### src/rtl/hfs_pkg.sv
package hfs_pkg;
    localparam int REG_W  = 8;
    localparam int RSV_W  = 2;
    localparam int FLAG_W = REG_W - RSV_W;
    localparam int IDX_EOMF = FLAG_W - 1;

    typedef enum logic [1:0] {
        A_FRAME  = 2'd0,
        A_LIVE   = 2'd1,
        A_CTRL   = 2'd2,
        A_RXSTAT = 2'd3
    } addr_e;
endpackage

### src/rtl/hfs_live_flags.sv
module hfs_live_flags #(
    parameter int FLAG_W = hfs_pkg::FLAG_W
) (
    input  logic              clk,
    input  logic              rst_n,
    input  logic              clr,
    input  logic              eom_pop,
    input  logic [FLAG_W-1:0] set_flags,
    output logic [FLAG_W-1:0] live_q
);
    logic [FLAG_W-1:0] live_d;

    always_comb begin
        live_d = live_q | set_flags;
        if (eom_pop) live_d = set_flags;
        if (clr)     live_d = '0;
    end

    always_ff @(posedge clk) begin
        if (!rst_n) live_q <= '0;
        else        live_q <= live_d;
    end

    // an end-of-message pop restarts the live flags
    assert_live_restart_R4: assert property (@(posedge clk) disable iff (!rst_n)
        (eom_pop && !clr) |=> live_q == $past(set_flags));

    // command reset empties the live flags
    assert_live_clear_R7: assert property (@(posedge clk) disable iff (!rst_n)
        clr |=> live_q == '0);
endmodule

### src/rtl/hfs_frame_reg.sv
module hfs_frame_reg #(
    parameter int FLAG_W = hfs_pkg::FLAG_W
) (
    input  logic              clk,
    input  logic              rst_n,
    input  logic              clr_all,
    input  logic              capture,
    input  logic [FLAG_W-1:0] live_flags,
    input  logic              w1c_en,
    input  logic [FLAG_W-1:0] w1c_mask,
    output logic [FLAG_W-1:0] fst_q
);
    logic [FLAG_W-1:0] fst_d;

    always_comb begin
        fst_d = fst_q;
        if (w1c_en)  fst_d = fst_q & ~w1c_mask;
        if (capture) fst_d = live_flags;
        if (clr_all) fst_d = '0;
    end

    always_ff @(posedge clk) begin
        if (!rst_n) fst_q <= '0;
        else        fst_q <= fst_d;
    end

    // capture lands even when a clear write shares the cycle
    assert_capture_R3: assert property (@(posedge clk) disable iff (!rst_n)
        (capture && !clr_all) |=> fst_q == $past(live_flags));

    // a written one never survives the edge
    assert_w1c_R5: assert property (@(posedge clk) disable iff (!rst_n)
        (w1c_en && !capture && !clr_all) |=> (fst_q & $past(w1c_mask)) == '0);

    // forced clear holds the register at zero
    assert_forced_clear_R8: assert property (@(posedge clk) disable iff (!rst_n)
        clr_all |=> fst_q == '0);
endmodule

### src/rtl/hdlc_frame_status.sv
module hdlc_frame_status
    import hfs_pkg::*;
#(
    parameter int REG_W  = hfs_pkg::REG_W,
    parameter int RSV_W  = hfs_pkg::RSV_W,
    parameter int ADDR_W = 2
) (
    input  logic               clk,
    input  logic               rst_n,
    input  logic               bit_sync,
    input  logic               sys_stop,
    input  logic               rx_reset_cmd,
    input  logic               chan_reset_cmd,
    input  logic               rx_enable_cmd,
    input  logic               rx_disable_cmd,
    input  logic [REG_W-RSV_W-1:0] chr_flag_set,
    input  logic               rx_pop,
    input  logic               rx_pop_eom,
    input  logic [ADDR_W-1:0]  cpu_addr,
    input  logic               cpu_wr,
    input  logic [REG_W-1:0]   cpu_wdata,
    output logic [REG_W-1:0]   cpu_rdata,
    output logic               irq
);
    localparam int FW = REG_W - RSV_W;
    localparam int EOMF = FW - 1;

    typedef struct packed {
        logic ie;
        logic rxen;
        logic irq;
    } ctl_t;

    ctl_t ctl_d, ctl_q;
    logic [FW-1:0] live_q, fst_q;
    logic eom_pop, cmd_reset, clr_all, wr_frame;

    assign eom_pop   = rx_pop & rx_pop_eom;
    assign cmd_reset = rx_reset_cmd | chan_reset_cmd;
    assign clr_all   = cmd_reset | sys_stop | ~bit_sync;
    assign wr_frame  = cpu_wr && (cpu_addr == ADDR_W'(A_FRAME));

    hfs_live_flags #(.FLAG_W(FW)) u_live (
        .clk       (clk),
        .rst_n     (rst_n),
        .clr       (cmd_reset),
        .eom_pop   (eom_pop),
        .set_flags (chr_flag_set),
        .live_q    (live_q)
    );

    hfs_frame_reg #(.FLAG_W(FW)) u_frame (
        .clk        (clk),
        .rst_n      (rst_n),
        .clr_all    (clr_all),
        .capture    (eom_pop),
        .live_flags (live_q),
        .w1c_en     (wr_frame),
        .w1c_mask   (cpu_wdata[REG_W-1:RSV_W]),
        .fst_q      (fst_q)
    );

    always_comb begin
        ctl_d = ctl_q;
        if (cpu_wr && cpu_addr == ADDR_W'(A_CTRL)) ctl_d.ie = cpu_wdata[0];
        if (rx_enable_cmd)  ctl_d.rxen = 1'b1;
        if (rx_disable_cmd) ctl_d.rxen = 1'b0;
        ctl_d.irq = fst_q[EOMF] & ctl_q.ie;
    end

    always_ff @(posedge clk) begin
        if (!rst_n) ctl_q <= '0;
        else        ctl_q <= ctl_d;
    end

    always_comb begin
        cpu_rdata = '0;
        case (cpu_addr)
            ADDR_W'(A_FRAME):  cpu_rdata = {fst_q, {RSV_W{1'b0}}};
            ADDR_W'(A_LIVE):   cpu_rdata = {live_q, {RSV_W{1'b0}}};
            ADDR_W'(A_CTRL):   cpu_rdata[0] = ctl_q.ie;
            default:           cpu_rdata[0] = ctl_q.rxen;
        endcase
    end

    assign irq = ctl_q.irq;

    // interrupt only follows EOMF gated by its enable
    assert_irq_source_R11: assert property (@(posedge clk) disable iff (!rst_n)
        irq |-> $past(fst_q[EOMF] & ctl_q.ie));

    // disable command wins
    assert_rx_disable_R12: assert property (@(posedge clk) disable iff (!rst_n)
        rx_disable_cmd |=> !ctl_q.rxen);

    // enable command alone sets the status
    assert_rx_enable_R12: assert property (@(posedge clk) disable iff (!rst_n)
        (rx_enable_cmd && !rx_disable_cmd) |=> ctl_q.rxen);
endmodule

### config.mk
export PLATFORM = sky130hd
export DESIGN_NAME = hdlc_frame_status
export DESIGN_NICKNAME = d
export VERILOG_FILES = /design/src/rtl/hfs_pkg.sv /design/src/rtl/hfs_live_flags.sv /design/src/rtl/hfs_frame_reg.sv /design/src/rtl/hdlc_frame_status.sv
export SDC_FILE = /design/constraint.sdc
export NUM_CORES = 1
export LEC_CHECK = 0
export ABC_AREA = 1
export BUFFER_PORTS_ARGS = -buffer_cell sky130_fd_sc_hd__buf_2
export CORE_MARGIN = 2
export CORE_UTILIZATION = 41
export CTS_CLUSTER_DIAMETER = 100
export CTS_CLUSTER_SIZE = 30
export DETAILED_ROUTE_END_ITERATION = 6
export PLACE_DENSITY = 0.74
export SLEW_MARGIN = 20
export SYNTH_ARGS = -nofsm -noshare
export SYNTH_HDL_FRONTEND = slang
export SYNTH_SLANG_ARGS = --single-unit
### constraint.sdc
create_clock -name clk -period 0.8 [get_ports clk]
set_input_delay 0.04 -clock clk [delete_from_list [all_inputs] [get_ports clk]]
set_output_delay 0.04 -clock clk [all_outputs]
set_load 0.01 [all_outputs]
Word level (Yosys, flattened, before mapping)
Index checks and enable logic that the tools add are counted.

operators by class
  bitwise gates (word level) = 10
  eq/ne operators = 2
  mux-type cells = 5
  reductions and logical operators = 8

operator list
  operator                                       number
  two-way mux 6 bit                              3
  one-hot mux 7 bit (2 select lines)             1
  OR reduction 2 bit                             4
  bitwise AND 6 bit                              1
  inverter 6 bit                                 1
  OR 6 bit                                       1
  OR 1 bit                                       3
  bitwise AND 1 bit                              2
  == test 2 x 1 -> 1 bit, second input constant  1
  == test 2 bit, second input constant           1
  logical AND 1 bit                              2
  logical NOT 2 bit                              1
  inverter 1 bit                                 2
  one-hot mux 1 bit (2 select lines)             1
  nonzero test 2 bit                             1

word-level totals
  bits in registers = 15
  output and inout bits = 9
  word-level logic and storage cells = 30
  bits of input ports = 27

Longest topological paths before layout
  depth in word-level cells = 4
  mapped depth = 7
  gate-level depth less buffers = 6

Hierarchy
Synthesis repeated with hierarchy kept, for this count alone.

unflattened totals
  cells, all modules = 121
  area total of the unflattened synthesis = 804.5 um^2

modules (own cells, without submodules)
  module             times used  sequential area each (um^2)  area each (um^2)  cells an instance
  hdlc_frame_status  1           60.1                         297.8             49
  hfs_frame_reg      1           120.1                        297.8             45
  hfs_live_flags     1           120.1                        209.0             27

Worst setup path before layout
OpenSTA, ideal clock, no wires.

  path kind = register to output
  start = reg ctl_q[2] (netlist bit)
  end = out cpu_rdata[0]
  arrival time = 0.682 ns
  path slack = 0.078 ns
  buffers on the path = 0
  data required time = 0.760 ns
  stages on the path, launching flop included = 3
  path through = dfxtp_1 -> inv_1 -> a211oi_1

on the way
  word-level cells in the longest chain between the ends = 1

ends and longest elaborated chain
  element                             RTL line                 source
  start: declaration                  hdlc_frame_status.sv:34  ctl_t ctl_d, ctl_q;
  start signal: assignment            hdlc_frame_status.sv:73  else ctl_q <= ctl_d;
  one-hot mux 1 bit (2 select lines)  hdlc_frame_status.sv:78  case (cpu_addr)
  end: declaration                    hdlc_frame_status.sv:22  output logic [REG_W-1:0] cpu_rdata,

Every way passes these cells.

Worst setup path after layout
Ends and elaborated chain as after synthesis.

==> out/results.tsv <==
stage	metric	value	unit
clock_network	cts_made_buffers	3	
yosys	ys_ff_latch	15	
final_layout	postLayoutCellArea	1210	µm²
yosys	syn-num-nets	148	
final_layout	drive_above_1_share	0.482	
min_path	hp-class	input pin to flop	
grt	grt_overflow	0	
worst_setup_path	start_kind	flop	
placed_design	port_buffers	33	
worst_setup_path	critPathMaxFanout	2	
worst_setup_path	cp-end-kind	output pin	
sta	fin_ws	-231	ps
floorplanning	coreArea	1920	µm²
drt	wl	2.30	mm
drt	vias	952	
drt	drt_iter0_markers	31	
placed_design	place_ws	-73.9	ps
placed_design	gp_congestion	0.828	
yosys	synth.avg_cell_area	6.71	µm²
drt	drt-pass1-iter-count	4	
sta	slew_violations	0	
yosys	yosysSeqAreaShare	0.370	
yosys	syn_inst	121	
flow_run	cap_violations	0	
sta	fin_setup_tns	-1470	ps
clock_network	clk_pin_slew	90	ps
sta	finalSetupViolations	9	
yosys	yosysWarnings	0	
clock_network	clk_latency	280	ps
run_status	outcome	finished with violations	
run_status	violations	hold timing, setup timing	
power_and_ir_drop	leakagePower	0.636	nW
clock_network	cts_tree	yes	
grt	antenna_found_initial	0	
floorplanning	fp.dieH	48.5	µm
grt	grt_pass1_wl	3.64	mm
sta	layout_min_cycle_time	1030	ps
drt	drtAntennaViolNets	0	
clock_network	cts-root-buf	clkbuf_4	
floorplanning	die_w	48.5	µm
placed_design	dp_cells	183	
sta	hold_viol	1	
worst_setup_path	arrival	990	ps
floorplanning	start_util	0.423	
sta	fin_worst_skew	0.818	ps
grt	grt_max_degree	18	
final_layout	fin_cells	197	
drt	vias_per_cell	4.83	
drt	drc	0	
yosys	ys_types	16	
sta	final.period_utilization	1.29	
final_layout	num_antenna_cells	0	
clock_network	clkSinkCount	15	
sta	rsz0062_at_grt	yes	
grt	grt_pass1_vias	867	
clock_network	cts_max_level	1	
clock_network	clock_path_buffers	2	
placed_design	placed_cell_area	1010	µm²
floorplanning	row_count	16	
final_layout	syn_to_final_growth	49.2	%
grt	grt_usage	0.197	
power_and_ir_drop	ir_drop	0.762	mV
drt	wl_per_cell	11.7	µm
final_layout	n_fill_cell	170	
power_and_ir_drop	pwr_density_cell	1280	nW/µm²
placed_design	dp_hpwl	1.49	mm
final_layout	final_nets	198	
worst_setup_path	worst_ep_required_time	760	ps
sta	fmax	0.970	GHz
worst_setup_path	crit_type	flop to output pin	
floorplanning	num_io_pins	36	
yosys	syn_area	812	µm²
sta	worst_hold_slack	-5.85	ps
floorplanning	die_area	2350	µm²
through the flow:
step / util / hold slack, ps / power (W)
3_5_place_dp: 0.528 / 209 / 0.00106
3_3_place_gp: 0.528 / 206 / 0.00105
4_1_cts: 0.595 / 8.81 / 0.00152
2_1_floorplan: - / 117 / 0.000950
6_report: 0.630 / -5.85 / 0.00155
5_1_grt: 0.630 / 18.5 / 0.00162
area by class of cell:
| class | instances | area [µm²] | share of cell area |
|---|---|---|---|
| timing repair buffer | 49 | 308 | 0.254 |
| sequential | 15 | 312 | 0.257 |
| multi-input combinational | 77 | 437 | 0.361 |
| inverter | 25 | 93.8 | 0.0775 |
| clock inverter | 1 | 5.00 | 0.00413 |
| tap | 27 | 33.8 | 0.0279 |
| clock buffer | 3 | 22.5 | 0.0186 |
worst max-delay path, cell delays in order, from the launching register on:
cell and delay, ps:
dfxtp_2 350, inv_2 40, a211oi_2 160, buf_2 150
logic make-up after synthesis:
logic type             count (synthesis)  share of synthesized area
AND/OR/NAND/NOR                       62                      0.361
buffers and inverters                 29                      0.166
flip-flops                            15                      0.370
AO/OA/AOI/OAI                         14                     0.0986
other                                  1                    0.00462
state kept, by name, summed over array words and instances (netlist names):
signal and cells:
u_frame.fst_q 6, ctl_q 2, u_live.live_q 6, irq 1
path summary, 6_finish.rpt:
path / from / end / slack (ps) / depth (start not counted)
min reg2reg: ctl_q[2] / ctl_q[2] / 480 / 2
max reg2reg: u_live.live_q[5] / u_frame.fst_q[5] / -30 / 7
min: chr_flag_set[1] / u_live.live_q[1] / -6 / 3
max: ctl_q[2] / cpu_rdata[0] / -230 / 3
synth_stat cells:
master    instances  area, µm²
a211oi_1          1       7.51
nand4_1           1       6.26
inv_1            25       93.8
dfxtp_1          15        300
conb_1            1       3.75
nor3_1            2       10.0
nand2_1          24       90.1
nor2_1           16       60.1
buf_4             1       7.51
nand2_2           4       25.0
nand3_1          13       65.1
buf_6             3       33.8
a21oi_1           7       35.0
nand2_8           1       20.0
o22ai_1           6       37.5
nor3_4            1       16.3
power by group:
part	total, W	switching (W)	internal (W)	leakage, nW
combinational	0.000338	0.000182	0.000156	0.492
sequential	0.000772	0.00000906	0.000763	0.126
clock	0.000439	0.000253	0.000186	0.0177
total	0.00155	0.000444	0.00110	0.636
per-layer routing:
metal | vias to the layer above | share of wire | GRT usage
li1 | 469 | - | -
met1 | 429 | 0.41 | 0.234
met2 | 49 | 0.50 | 0.345
met3 | 5 | 0.074 | 0.0463
met4 | 0 | 0.014 | 0.0714
met5 | - | 0 | 0
layout by cell type (no fill, tap or decap), drive strengths merged:
| master | synthesis | final |
|---|---|---|
| nand3 | 13 | 13 |
| clkbuf | 0 | 3 |
| clkinv | 0 | 1 |
| buf | 4 | 43 |
| o22ai | 6 | 6 |
| nor3 | 3 | 3 |
| a21oi | 7 | 7 |
| nand4 | 1 | 1 |
| dfxtp | 15 | 15 |
| inv | 25 | 25 |
| a211oi | 1 | 1 |
| dlygate4sd3 | 0 | 6 |
| nor2 | 16 | 16 |
| conb | 1 | 1 |
| nand2 | 29 | 29 |
timing repair:
item / 4_1_cts / 5_1_grt
resized for setup: 17 / 14
setup buffers: 2 / 2
endpoints found under the setup margin: 7 / 11
hold buffers: 6 / 0
hold endpoints to repair: 6 / 0
pin swaps: 6 / 4
No activity file was read; power rests on OpenSTA's default activity.
